[src/rtl/csg_pkg.sv]
`timescale 1ns/1ps
package csg_pkg;
  // Controller states; power-down wins over every other state.
  typedef enum logic [1:0] {
    CS_HALT = 2'd0,
    CS_RUN  = 2'd1,
    CS_PDN  = 2'd2
  } csg_state_e;

  // Synchronizer lane positions
  localparam int unsigned LANE_STOP = 0;
  localparam int unsigned LANE_PD   = 1;
  localparam int unsigned LANES     = 2;
endpackage

[src/rtl/csg_sync.sv]
`timescale 1ns/1ps
module csg_sync #(
  parameter int unsigned WIDTH  = 2,
  parameter int unsigned STAGES = 2,
  parameter logic [WIDTH-1:0] RST_VAL = '0
) (
  input  logic             clk,
  input  logic             rst_n,
  input  logic [WIDTH-1:0] d_i,
  output logic [WIDTH-1:0] q_o
);
  logic [STAGES-1:0][WIDTH-1:0] stg_q;
  logic [STAGES-1:0][WIDTH-1:0] stg_d;

  generate
    if (STAGES == 1) begin : g_single
      assign stg_d = d_i;
    end else begin : g_chain
      assign stg_d = {stg_q[STAGES-2:0], d_i};
    end
  endgenerate

  always_ff @(posedge clk or negedge rst_n) begin
    if (!rst_n) stg_q <= {STAGES{RST_VAL}};
    else        stg_q <= stg_d;
  end

  assign q_o = stg_q[STAGES-1];
endmodule

[src/rtl/csg_ctrl.sv]
`timescale 1ns/1ps
module csg_ctrl
  import csg_pkg::*;
#(
  parameter int unsigned MIN_RUN = 100
) (
  input  logic clk,
  input  logic rst_n,
  input  logic stop_req,   // synchronized, active high
  input  logic pd_req,     // synchronized, active high
  input  logic gate_en_i,  // falling-edge retimed enable, fed back
  output logic run_en_o,
  output logic pd_ack_o
);
  localparam int unsigned CNT_W = $clog2(MIN_RUN + 1);
  localparam logic [CNT_W-1:0] WIN_LAST = CNT_W'(MIN_RUN - 1);

  csg_state_e       state_q, state_d;
  logic [CNT_W-1:0] cnt_q, cnt_d;
  logic             run_q, run_d;
  logic             pend_q, pend_d;
  logic             ack_q, ack_d;
  logic             win_done;
  logic             cnt_en;

  assign win_done = (cnt_q == WIN_LAST);

  // Next-state logic
  always_comb begin
    state_d = state_q;
    run_d   = run_q;
    pend_d  = pend_q;
    cnt_d   = cnt_q;
    cnt_en  = 1'b0;
    unique case (state_q)
      CS_RUN: begin
        if (!win_done) begin
          cnt_en = 1'b1;
          cnt_d  = cnt_q + 1'b1;
          if (stop_req) pend_d = 1'b1;
        end else if (stop_req || pend_q) begin
          state_d = CS_HALT;
          run_d   = 1'b0;
          pend_d  = 1'b0;
        end
      end
      CS_HALT: begin
        if (!stop_req) begin
          state_d = CS_RUN;
          run_d   = 1'b1;
          cnt_en  = 1'b1;
          cnt_d   = '0;
        end
      end
      CS_PDN: begin
        if (!pd_req) state_d = CS_HALT;
      end
      default: begin
        state_d = CS_HALT;
        run_d   = 1'b0;
      end
    endcase
    if (pd_req) begin
      state_d = CS_PDN;
      run_d   = 1'b0;
      pend_d  = 1'b0;
    end
    ack_d = (state_q == CS_PDN) && !gate_en_i;
  end

  // Registers
  always_ff @(posedge clk or negedge rst_n) begin
    if (!rst_n) begin
      state_q <= CS_HALT;
      run_q   <= 1'b0;
      pend_q  <= 1'b0;
      ack_q   <= 1'b0;
      cnt_q   <= '0;
    end else begin
      state_q <= state_d;
      run_q   <= run_d;
      pend_q  <= pend_d;
      ack_q   <= ack_d;
      if (cnt_en) cnt_q <= cnt_d;
    end
  end

  assign run_en_o = run_q;
  assign pd_ack_o = ack_q;
endmodule

[src/rtl/csg_gate.sv]
`timescale 1ns/1ps
module csg_gate (
  input  logic clk,
  input  logic rst_n,
  input  logic run_en_i,
  output logic gate_en_o,
  output logic clk_t_o,
  output logic clk_c_o
);
  logic gate_q;

  // Retimed while clk is low, so the AND below never cuts a high phase.
  always_ff @(negedge clk or negedge rst_n) begin
    if (!rst_n) gate_q <= 1'b0;
    else        gate_q <= run_en_i;
  end

  assign gate_en_o = gate_q;
  assign clk_t_o   = clk & gate_q;
  assign clk_c_o   = ~clk_t_o;
endmodule

[src/rtl/clk_stop_gate.sv]
`timescale 1ns/1ps
module clk_stop_gate
  import csg_pkg::*;
#(
  parameter int unsigned MIN_RUN     = 100,
  parameter int unsigned SYNC_STAGES = 2
) (
  input  logic clk,
  input  logic rst_n,
  input  logic stop_n,
  input  logic pd_n,
  output logic clk_t_o,
  output logic clk_c_o,
  output logic pd_ack_o
);
  // Stop lane resets asserted, power-down lane resets idle.
  localparam logic [LANES-1:0] SYNC_RST = LANES'(1) << LANE_STOP;

  logic [LANES-1:0] req_raw;
  logic [LANES-1:0] req_s;
  logic             stop_req_s;
  logic             pd_req_s;
  logic             run_en;
  logic             gate_en;

  always_comb begin
    req_raw            = '0;
    req_raw[LANE_STOP] = ~stop_n;
    req_raw[LANE_PD]   = ~pd_n;
  end

  csg_sync #(
    .WIDTH  (LANES),
    .STAGES (SYNC_STAGES),
    .RST_VAL(SYNC_RST)
  ) i_sync (
    .clk  (clk),
    .rst_n(rst_n),
    .d_i  (req_raw),
    .q_o  (req_s)
  );

  assign stop_req_s = req_s[LANE_STOP];
  assign pd_req_s   = req_s[LANE_PD];

  csg_ctrl #(
    .MIN_RUN(MIN_RUN)
  ) i_ctrl (
    .clk      (clk),
    .rst_n    (rst_n),
    .stop_req (stop_req_s),
    .pd_req   (pd_req_s),
    .gate_en_i(gate_en),
    .run_en_o (run_en),
    .pd_ack_o (pd_ack_o)
  );

  csg_gate i_gate (
    .clk      (clk),
    .rst_n    (rst_n),
    .run_en_i (run_en),
    .gate_en_o(gate_en),
    .clk_t_o  (clk_t_o),
    .clk_c_o  (clk_c_o)
  );
endmodule

[config.mk]
export PLATFORM = sky130hd
export DESIGN_NAME = clk_stop_gate
export DESIGN_NICKNAME = d
export VERILOG_FILES = /design/src/rtl/csg_pkg.sv /design/src/rtl/csg_sync.sv /design/src/rtl/csg_ctrl.sv /design/src/rtl/csg_gate.sv /design/src/rtl/clk_stop_gate.sv
export SDC_FILE = /design/constraint.sdc
export NUM_CORES = 1
export LEC_CHECK = 0
export ABC_AREA = 1
export BUFFER_PORTS_ARGS = -buffer_cell sky130_fd_sc_hd__clkbuf_2
export CORE_MARGIN = 2
export CORE_UTILIZATION = 25
export DETAILED_ROUTE_END_ITERATION = 12
export HOLD_SLACK_MARGIN = 0.15
export PLACE_DENSITY_LB_ADDON = 0.3
export SLEW_MARGIN = 25
export SYNTH_ARGS = -nofsm -noshare
export SYNTH_HDL_FRONTEND = slang
export SYNTH_HIERARCHICAL = 1
export SYNTH_SLANG_ARGS = --single-unit
[constraint.sdc]
create_clock -name clk -period 1.32 [get_ports clk]
set_input_delay 0.066 -clock clk [delete_from_list [all_inputs] [get_ports clk]]
set_output_delay 0.066 -clock clk [all_outputs]
set_load 0.05 [all_outputs]
Word level (Yosys, flattened, before mapping). Index checks and enable logic that the tools add are counted.

Bits of input ports: 4. Logic and storage cells: 54. Output and inout bits: 3. Flip-flop bits (word level): 17.

Add/subtract/negate cells: 1. Muxes and demuxes: 20. Bitwise logic cells: 4. Equal/unequal tests: 10. Reductions and logical operators: 11.

Operators by type and width (number): $mux W7 (2); $pmux W7 S2 (1); $mux W1 (10); $mux W2 (4); $reduce_and A4 Y1 (2); $add A7 B1 Y7 const B (1); $eq A7 B7 Y1 const B (1); $ne A2 B2 Y1 const B (3); $ne A3 B2 Y1 const B (2); $ne A3 B3 Y1 const B (2); $reduce_and A3 Y1 (2); $pmux W2 S2 (1); $reduce_bool A2 Y1 (2); $not A1 Y1 (3); $pmux W1 S3 (1); $reduce_bool A3 Y1 (1); $eq A2 B1 Y1 const B (1); $eq A2 B2 Y1 const B (1); $logic_not A2 Y1 (1); $pmux W1 S2 (1); $and A1 B1 Y1 (1); $logic_and A1 B1 Y1 (1); $logic_not A1 Y1 (1); $logic_or A1 B1 Y1 (1).

Depth between registers and ports, before layout. Gate-level depths: netlist of the first run.

Depth in word-level cells: 5. Gate-level depth with buffers: 8. Depth with buffers taken out: 8.

By module. The synthesis of the first run kept the hierarchy.

Modules (own cells, without submodules): csg_ctrl (area each 693.2 um2, cells each 92, seq. area each 300.3 um2, instances 1); csg_sync (area each 102.6 um2, cells each 4, seq. area each 102.6 um2, instances 1); csg_gate (area each 35.0 um2, cells each 3, seq. area each 25.0 um2, instances 1); clk_stop_gate (area each 7.5 um2, cells each 2, seq. area each 0.0 um2, instances 1).

==> results of run 1 <==
## area by class of cell
type	instances	area, sq um	area share
multi-input combinational	70	375.4	0.3319
timing repair buffer	17	125.1	0.1106
tap	46	57.56	0.05089
clock inverter	2	16.27	0.01438
sequential	17	427.9	0.3783
inverter	12	45.04	0.03982
clock buffer	8	83.83	0.07412
## metrics by stage
step                worst slack (ps)  total power [uW]  setup TNS (ps)    util
floorplan                     -111.8             773.9          -111.8       -
global placement              -212.8             853.9          -365.3  0.3006
detailed placement            -217.9             856.5          -375.4  0.3006
CTS                           -553.2              1324           -1164  0.3383
global route                  -606.9              1426           -1575  0.3444
finish                        -568.2              1347           -1203  0.3444
## cells in the mapped netlist
master | number | area, sq um
sky130_fd_sc_hd__inv_2 | 3 | 11.26
sky130_fd_sc_hd__clkinv_1 | 1 | 3.750
sky130_fd_sc_hd__a21oi_1 | 1 | 5.000
sky130_fd_sc_hd__dfstp_2 | 2 | 52.55
sky130_fd_sc_hd__o311ai_1 | 1 | 8.760
sky130_fd_sc_hd__xor2_1 | 1 | 8.760
sky130_fd_sc_hd__o21ai_1 | 3 | 15.01
sky130_fd_sc_hd__ha_1 | 1 | 12.51
sky130_fd_sc_hd__dfrtn_1 | 1 | 25.02
sky130_fd_sc_hd__nor2_1 | 10 | 37.54
sky130_fd_sc_hd__nand4_1 | 1 | 6.260
sky130_fd_sc_hd__nor2_2 | 2 | 12.51
sky130_fd_sc_hd__xnor2_1 | 2 | 17.52
sky130_fd_sc_hd__inv_1 | 9 | 33.78
sky130_fd_sc_hd__clkbuf_1 | 1 | 3.750
sky130_fd_sc_hd__o21ai_0 | 1 | 5.000
sky130_fd_sc_hd__nand2_2 | 1 | 6.260
sky130_fd_sc_hd__a21boi_4 | 1 | 18.77
sky130_fd_sc_hd__nand3_4 | 1 | 17.52
sky130_fd_sc_hd__nand3_1 | 9 | 45.04
sky130_fd_sc_hd__nand2_1 | 32 | 120.1
sky130_fd_sc_hd__nor3_1 | 2 | 10.01
sky130_fd_sc_hd__dfrtp_1 | 14 | 350.3
sky130_fd_sc_hd__nor2_4 | 1 | 11.26
## critical path, stage by stage, from the launching register on
cell                        delay [ps]
sky130_fd_sc_hd__dfrtn_1           470
sky130_fd_sc_hd__nand2_4            90
sky130_fd_sc_hd__inv_8              50
sky130_fd_sc_hd__clkbuf_16         150
## logic make-up (layout without fill, tap and decap cells)
family / after synthesis / in the layout / synth area share
AOI/OAI and AO/OA: 7 / 7 / 0.06267
and+or+nand+nor: 59 / 59 / 0.3179
buffers and inverters: 14 / 39 / 0.06267
xor gates and xnor gates: 3 / 3 / 0.03135
adders and majority gates: 1 / 1 / 0.01492
DFF: 17 / 17 / 0.5104
## per-layer routing
| layer | global-route usage | wire (um) | up-vias |
|---|---|---|---|
| met5 | 0 | 0 | - |
| met4 | 0.06687 | 0 | 0 |
| met3 | 0.02070 | 41 | 0 |
| met2 | 0.1459 | 878 | 10 |
| met1 | 0.1248 | 805 | 321 |
| li1 | - | - | 364 |
## final timing paths
kind,start,to,slack (ps),cells past startpoint
worst min-delay path,rst_n,i_ctrl/cnt_q[4],180,3
worst max-delay path,i_gate/gate_en_o,clk_t_o,-570,3
min in group clk,stop_n,i_sync/stg_d[2],310,3
worst max register to register,i_gate/gate_en_o,i_ctrl/pd_ack_o,-90,2
worst min register to register,i_sync/stg_d[3],i_sync/q_o[1],360,0
max in group asynchronous,rst_n,i_gate/gate_en_o,660,2
## flip-flops by register name, summed over array words and instances, names as in the netlist
name / flops
i_sync/stg_d: 2
i_ctrl/run_en_o: 1
i_ctrl/state_q: 2
i_ctrl/pd_ack_o: 1
i_sync/q_o: 2
i_ctrl/cnt_q: 7
i_ctrl/pend_q: 1
i_gate/gate_en_o: 1
## where the power goes
part / internal (uW) / switching (uW) / total, uW
registers: 565 / 36.0 / 601
clock network: 262 / 271 / 533
logic: 99.5 / 114 / 213
## cells in the final DEF (no fill, tap or decap), types with 2 or more instances in the layout
master                          instances
sky130_fd_sc_hd__buf_4                 10
sky130_fd_sc_hd__clkbuf_2               4
sky130_fd_sc_hd__clkbuf_4               6
sky130_fd_sc_hd__dfrtp_1               14
sky130_fd_sc_hd__dfstp_2                2
sky130_fd_sc_hd__dlygate4sd3_1          3
sky130_fd_sc_hd__inv_1                  9
sky130_fd_sc_hd__inv_2                  3
sky130_fd_sc_hd__nand2_1               30
sky130_fd_sc_hd__nand2_2                2
sky130_fd_sc_hd__nand3_1                9
sky130_fd_sc_hd__nor2_1                10
sky130_fd_sc_hd__nor2_2                 2
sky130_fd_sc_hd__o21ai_1                3
sky130_fd_sc_hd__xnor2_1                2
## what timing repair did
item	CTS	global route
cloned	0	0
gates resized for setup	7	3
hold buffers	3	0
setup endpoints to repair	4	13
pin swaps	0	12
setup buffers	1	2
endpoints found under the hold margin	19	0
==> impl_summary.txt, run 1 <==
----------------------------------------------------
[Route]
  Avg Vias per Cell ... 4.041
  Aggregate routed wire length ... about 1.7 mm
  Number of violations reported at the end of detailed-routing iteration 0 ... 45
  First-pass iteration count of the detailed router ... 8
  Average wire length per cell after detail routing ... 10.03 um
  # DRC ... 0
  Antenna Nets Post-Route ... 0
  Vias ... 695

[STA]
  RSZ-0062 raised after global routing ... true
  Slew at the pin with the worst max-slew slack ... 273.5 ps
  Final Hold Vio Count ... 0
  Number of max-slew violations in the final report ... 0
  Worst hold slack after final layout ... 178.0 ps
  Slack of the critical path ... -568.2 ps
  Slew HR ... 0.8184
  Worst Clk Skew ... 11.10 ps
  Final setup violation count ... 4

[Global routing]
  Vias in the first global route ... 677
  Maximum number of pins on one net before global-route repair ... 17
  Number of antenna violations at the first check in global routing ... 0
  Global-route usage over all layers ... 0.09734
  First-pass GRT wire length ... 2.746 mm
  Sum of overflow across all layers after global routing ... 0

[Place]
  RD Place Congestion ... 0.7339
  Placed cell count ... 159
  Detailed placement HPWL ... 1.154 mm
  Cell area after placement ... 987.2 sq um
  Number of buffer cells added on primary ports ... 6

[Critical path]
  Critical Path AT ... 1820 ps
  Critical path startpoint category ... register
  Endpoint kind of the worst setup timing path ... output pin
  Required time of the critical path ... 1250 ps
  Critical path type ... register to output pin
  Crit Path Max Fanout ... 2

[Status]
  Failing checks ... negative setup slack
  Result of the run ... finished with violations

[Logic synthesis]
  Mean area per synthesized cell ... 8.300 sq um
  Synth cell types ... 24
  Sequential-to-total area share from yosys stat ... 0.5104
  #FFs+latches synth ... 17
  Combined area of all synthesized cells ... 838.3 sq um
  Ys Warns ... 6
  Post-Syn Nets ... approximately 110
  Cells after synthesis ... 101

[Pwr]
  Leak ... 0.0005588 uW
  Maximum resistive drop on vdd ... 0.2707 mV
  Ratio of total power to cell area ... 1191 nW/um^2

[Die]
  Floorplan Core Area ... 3284 sq um
  Height of the die ... between 60 and 70 um
  Width of the chip ... 61.91 um
  Total die area ... 3832 sq um
  Floorplan row count ... 21
  Effective utilization at floorplan ... 0.2552
  Count of pins on the block boundary ... 7

[Final layout]
  # fillers ... ~340
  Layout cell share with drive strength beyond 1 ... 0.3095
  Final standard cell count with taps included and fillers excluded ... 172
  Ant diodes ... 0
  Area of all placed cells without fillers ... 1131 sq um
  Area grow syn2layout ... 34.92%
  Layout net count ... 132

[Clock network]
  Insertion delay of the later-clocked pin in the worst-skew pair ... ~400 ps
  TritonCTS clock tree ... built
  Clock-pin slew of the registers on the worst-case setup and hold paths ... about 100 ps

[Hold path]
  Hold WC Path Type ... primary input to asynchronous set/reset pin

[Job]
  Max-Cap Viols ... 0

----------------------------------------------------
Note: power is estimated with default switching activity, not from simulation.
==> inputs of run 2 (changes only) <==
==> constraint.sdc (replaced) <==
create_clock -name clk -period 1.9 [get_ports clk]
set_input_delay 0.285 -clock clk [delete_from_list [all_inputs] [get_ports clk]]
set_output_delay 0.285 -clock clk [all_outputs]
set_load 0.05 [all_outputs]
==> run 2 against run 1 <==
Compared with the run above: the flow still finishes with violations (negative setup slack); sequential share of layout area increased by 2.6 points; flip-flop and latch count unchanged; register-to-register slack improved by 300 ps; die area did not move; clock power shrank 31%; sequential power shrank 30%; worst setup slack improved by 81 ps; global-route usage grew 0.11 points; final cell count is 4.7% lower; clock skew down 1.1 ps; routed wire length is 10% lower; critical path type unchanged; largest cell class unchanged.
==> impl_summary.txt, run 2 (synthesis gave the netlist of run 1 again) <==
----------------------------------------------------
[Final layout]
  Utilization after layout ... 0.3223
  Ant diodes ... 0
  Largest register FFs ... 7
  Layout cell share with drive strength beyond 1 ... 0.2203
  Commonest non-fill, non-tap cell in the layout ... sky130_fd_sc_hd__nand2_1
  Layout net count ... 124
  Area grow syn2layout ... 26.27%
  Register bank with the most flops ... i_ctrl/cnt_q
  Final standard cell count with taps included and fillers excluded ... 164
  Area of all placed cells without fillers ... 1059 sq um
  Commonest cells after routing, fill and taps aside ... 32 x sky130_fd_sc_hd__nand2_1, 14 x sky130_fd_sc_hd__dfrtp_1, 10 x sky130_fd_sc_hd__nor2_1

[Route]
  Avg Vias per Cell ... 4.055
  Average wire length per cell after detail routing ... ~9.4 um
  Number of violations reported at the end of detailed-routing iteration 0 ... 73
  Aggregate routed wire length ... ~1.5 mm
  # DRC ... 0
  First-pass iteration count of the detailed router ... 4
  Antenna Nets Post-Route ... 0
  Vias ... roughly 670

[Global routing]
  Vias in the first global route ... 638
  First-pass GRT wire length ... 2.642 mm
  Number of antenna violations at the first check in global routing ... 0
  Maximum number of pins on one net before global-route repair ... 17
  Sum of overflow across all layers after global routing ... 0
  Global-route usage over all layers ... 0.09842

[Place]
  Cell area after placement ... 942.2 sq um
  Number of buffer cells added on primary ports ... 6
  Placed cell count ... 153
  Detailed placement HPWL ... 1.119 mm
  RD Place Congestion ... 0.7862

[Status]
  Result of the run ... finished with violations
  Failing checks ... negative setup slack

[Critical path]
  Endpoint kind of the worst setup timing path ... output pin
  Critical Path AT ... 2100 ps
  Critical path type ... register to output pin
  Required time of the critical path ... 1620 ps
  Critical path startpoint category ... register
  Crit Path Max Fanout ... 2
  Reg-to-reg slack, setup ... 210 ps

[Pwr]
  Power consumption ... 891.9 uW
  Ratio of total power to cell area ... 842.6 nW/um^2
  Maximum resistive drop on vdd ... 0.1986 mV
  Leak ... roughly 0.0005 uW

[STA]
  Slack of the critical path ... -487.4 ps
  Slew HR ... 0.8184
  Final Hold Vio Count ... 0
  Final setup violation count ... 3
  RSZ-0062 raised after global routing ... true
  Worst Clk Skew ... 10.04 ps
  Slew at the pin with the worst max-slew slack ... roughly 270 ps
  Number of max-slew violations in the final report ... 0

[Die]
  Height of the die ... slightly above 60 um
  Effective utilization at floorplan ... 0.2552
  Total die area ... between 3000 and 4000 sq um
  Count of pins on the block boundary ... 7
  Floorplan row count ... 21
  Floorplan Core Area ... 3284 sq um
  Width of the chip ... 61.91 um

[Clock network]
  Clock-pin slew of the registers on the worst-case setup and hold paths ... around 100 ps
  Insertion delay of the later-clocked pin in the worst-skew pair ... 410 ps
  TritonCTS clock tree ... built

[Job]
  Max-Cap Viols ... 0

[Hold path]
  Hold WC Path Type ... register to register

----------------------------------------------------
==> run 2: area by class of cell <==
| type | count | area [sq um] |
|---|---|---|
| sequential | 17 | 427.9 |
| inverter | 12 | 45.04 |
| timing repair buffer | 9 | 65.06 |
| fill | 342 | 2226 |
| clock buffer | 8 | 83.83 |
| clock inverter | 2 | 16.27 |
| multi-input combinational | 70 | 362.8 |
| tap | 46 | 57.56 |
==> run 2: routing by layer <==
metal | track usage | up-vias | part of all wire | wire length, um
met1 | 0.1228 | 301 | 0.48 | 747
li1 | - | 350 | - | -
met2 | 0.1323 | 12 | 0.47 | 726
met5 | 0 | - | 0 | 0
met4 | 0.08511 | 0 | 0.018 | 28
met3 | 0.03520 | 2 | 0.027 | 42
==> run 2: through the flow <==
step | hold WS (ps) | setup slack (ps) | TNS [ps]
after global placement | 274.6 | -139.9 | -219.3
after global routing | 366.1 | -541.0 | -1061
after detailed placement | 276.3 | -151.7 | -243.2
after CTS | 362.2 | -498.0 | -978.8
after floorplan | -10.59 | -40.78 | -40.78
final | 358.3 | -487.4 | -954.7
==> run 2: report_power, final <==
group / total [uW] / switching (uW) / internal [uW] / leakage (uW)
registers: 420 / 27.6 / 392 / 0.000216
clock network: 367 / 185 / 182 / 0.0000663
logic: 105 / 64.2 / 40.7 / 0.000231
total: 892 / 277 / 615 / 0.000513
==> run 2: path summary, 6_finish.rpt <==
| check | startpoint | endpoint | depth (start not counted) |
|---|---|---|---|
| setup / recovery | i_gate/gate_en_o | clk_t_o | 3 |
| hold reg to reg | i_sync/stg_d[3] | i_sync/q_o[1] | 0 |
| max in group asynchronous | rst_n | i_gate/gate_en_o | 2 |
| min in group asynchronous | rst_n | i_ctrl/pd_ack_o | 3 |
| setup reg to reg | i_gate/gate_en_o | i_ctrl/pd_ack_o | 2 |
| hold / removal | i_sync/stg_d[3] | i_sync/q_o[1] | 0 |
==> run 2: timing repair <==
| item | in CTS | in global routing |
|---|---|---|
| gates resized for setup | 5 | 0 |
| setup endpoints to repair | 3 | 3 |
| pin swaps | 0 | 1 |
| hold endpoints to repair | 18 | 0 |
| setup buffers | 1 | 0 |
| hold buffers | 3 | 0 |
==> run 2: critical path, cell delays in order, from the launching register on <==
cell	delay (ps)
sky130_fd_sc_hd__dfrtn_1	460
sky130_fd_sc_hd__nand2_4	90
sky130_fd_sc_hd__inv_8	50
sky130_fd_sc_hd__clkbuf_16	150
==> inputs of run 3 (changes only) <==
--- a/config.mk
+++ b/config.mk
@@ -8,7 +8,7 @@
 export ABC_AREA = 1
 export BUFFER_PORTS_ARGS = -buffer_cell sky130_fd_sc_hd__clkbuf_2
 export CORE_MARGIN = 2
-export CORE_UTILIZATION = 25
+export CORE_UTILIZATION = 56
 export DETAILED_ROUTE_END_ITERATION = 12
 export HOLD_SLACK_MARGIN = 0.15
 export PLACE_DENSITY_LB_ADDON = 0.3
==> run 3 against run 2 <==
Compared with the run above: the run still ends with negative setup slack left; final cell count fell by 19%; sequential share of layout area grew 1.5 points; critical path depth did not move; clock skew is essentially flat; largest cell class unchanged; largest power group unchanged.
==> impl_summary.txt, run 3 (synthesis gave the netlist of run 1 again) <==
----------------------------------------------------
[Clock network]
  Insertion delay of the later-clocked pin in the worst-skew pair ... 400 ps
  TritonCTS clock tree ... built
  Setup bufs post-CTS ... 0
  Clock-pin slew of the registers on the worst-case setup and hold paths ... ~100 ps

[Job]
  Max-Cap Viols ... 0

[Route]
  Met1 Routed Length ... 746 um
  Aggregate routed wire length ... about 1.6 mm
  Avg Vias per Cell ... 5.316
  Top routing layer used ... met4
  # DRC ... 0
  Vias ... 707
  Number of violations reported at the end of detailed-routing iteration 0 ... 12
  Antenna Nets Post-Route ... 0
  Wire length on met2 ... 736 um
  Routed wl met3 ... 79 um
  First-pass iteration count of the detailed router ... 4
  Average wire length per cell after detail routing ... 12.19 um

[STA]
  Final setup violation count ... 3
  RSZ-0062 raised after global routing ... true
  Worst Clk Skew ... 9.893 ps
  Slew at the pin with the worst max-slew slack ... roughly 270 ps
  Slack of the critical path ... -527.1 ps
  Worst hold slack after final layout ... 363.0 ps
  Total Neg Setup Slack ... -1035 ps
  Final Hold Vio Count ... 0
  Number of max-slew violations in the final report ... 0
  Slew HR ... 0.8176

[Status]
  Failing checks ... negative setup slack
  Result of the run ... finished with violations

[Global routing]
  Maximum number of pins on one net before global-route repair ... 17
  Number of antenna violations at the first check in global routing ... 0
  Vias in the first global route ... 743
  Sum of overflow across all layers after global routing ... 0
  Global-route usage over all layers ... 0.2348
  First-pass GRT wire length ... a little under 3 mm

[Critical path]
  Critical Path AT ... 2140 ps
  Crit Path Max Fanout ... 2
  Worst-path cell chain ... nand2_4 > inv_8 > clkbuf_16
  Required time of the critical path ... between 1500 and 2000 ps
  Kind of cell adding the most delay to the critical path ... flip-flops
  Longest individual stage delay on the worst path ... about 480 ps
  Endpoint kind of the worst setup timing path ... output pin
  Critical path type ... register to output pin
  Critical path startpoint category ... register
  Count of buffering cells on the critical path with inverters included ... 2
  Cell with the largest stage delay on the worst path ... sky130_fd_sc_hd__dfrtn_1

[Die]
  Effective utilization at floorplan ... 0.6209
  Count of pins on the block boundary ... 7
  Floorplan row count ... 13
  Width of the chip ... 42.69 um
  Height of the die ... 42.69 um
  Total die area ... 1822 sq um
  Floorplan Core Area ... 1350 sq um

[Place]
  RD Place Congestion ... 0.8063
  Detailed placement HPWL ... between 1 and 1.5 mm
  Number of buffer cells added on primary ports ... 6

[Pwr]
  Ratio of total power to cell area ... 885.6 nW/um^2
  Logic gate share of total power ... 0.119
  Internal Power ... 614.3 uW
  Proportion of total power due to net switching ... 0.3198
  Fraction of power consumed by sequential logic ... 0.465
  Leak ... 0.0005135 uW
  Clk pwr share ... 0.416
  Maximum resistive drop on vdd ... 0.5143 mV
  Power consumption ... 903.1 uW
  Switch Pwr ... 288.8 uW

[Final layout]
  Commonest cells after routing, fill and taps aside ... 32 x sky130_fd_sc_hd__nand2_1, 14 x sky130_fd_sc_hd__dfrtp_1, 10 x sky130_fd_sc_hd__nor2_1
  Commonest non-fill, non-tap cell in the layout ... sky130_fd_sc_hd__nand2_1
  # fillers ... 94
  Register bank with the most flops ... i_ctrl/cnt_q
  Largest register FFs ... 7
  Ant diodes ... 0
  Layout cell share with drive strength beyond 1 ... 0.2203
  Area grow syn2layout ... 21.64%
  Layout net count ... around 120

[Hold path]
  Hold WC Path Type ... register to register

----------------------------------------------------
==> run 3: cell counts in the layout (fill, tap and decap cells not counted) <==
No cell type changed its count.
==> run 3: worst paths after layout <==
path | start | endpoint | slack, ps | depth (start not counted)
min in group asynchronous | rst_n | i_ctrl/cnt_q[0] | 380 | 3
max | i_gate/gate_en_o | clk_t_o | -530 | 3
max reg2reg | i_gate/gate_en_o | i_ctrl/pd_ack_o | 190 | 2
max in group asynchronous | rst_n | i_gate/gate_en_o | 740 | 2
min reg2reg | i_sync/stg_d[2] | i_sync/q_o[0] | 360 | 0
min | i_sync/stg_d[2] | i_sync/q_o[0] | 360 | 0
==> run 3: power by group through the flow <==
stage | Clock, uW | Combinational (uW) | Sequential, uW
floorplan | 44.3 | 64.8 | 428
global placement | 50.5 | 97.7 | 425
detailed placement | 50.5 | 101 | 426
CTS | 385 | 107 | 420
global route | 409 | 120 | 424
finish | 376 | 107 | 420
==> run 3: repair_timing <==
action	in CTS	in global routing
resized for setup	5	0
hold endpoints to repair	18	0
pin swaps	1	1
endpoints found under the setup margin	3	3
hold buffers	3	0
==> run 3: stage by stage <==
stage	setup WS [ps]	cells	utilization	cell area, sq um
after floorplan	-40.78	101	-	850.8
after global placement	-137.1	123	0.6747	910.9
after detailed placement	-147.5	123	0.6747	910.9
after CTS	-516.5	133	0.7553	1020
after global routing	-574.3	133	0.7553	1020
final	-527.1	133	0.7553	1020
==> run 3: area by class of cell <==
type / instances / area, sq um / share of cell area
clock buffer: 8 / 83.83 / 0.08221
clock inverter: 2 / 16.27 / 0.01595
inverter: 12 / 45.04 / 0.04417
multi-input combinational: 70 / 362.8 / 0.3558
sequential: 17 / 427.9 / 0.4196
tap: 15 / 18.77 / 0.01840
timing repair buffer: 9 / 65.06 / 0.06380
==> run 3: worst reg2reg max path, cell delays in order, from the launching register on <==
cell and delay [ps]:
sky130_fd_sc_hd__dfrtn_1 390, sky130_fd_sc_hd__buf_4 150, sky130_fd_sc_hd__nor3_1 140
==> run 3: metal layers <==
| layer | GRT usage | up-vias |
|---|---|---|
| li1 | - | 350 |
| met1 | 0.2465 | 327 |
| met2 | 0.3212 | 24 |
| met3 | 0.1234 | 6 |
| met4 | 0.2375 | 0 |
| met5 | 0 | - |
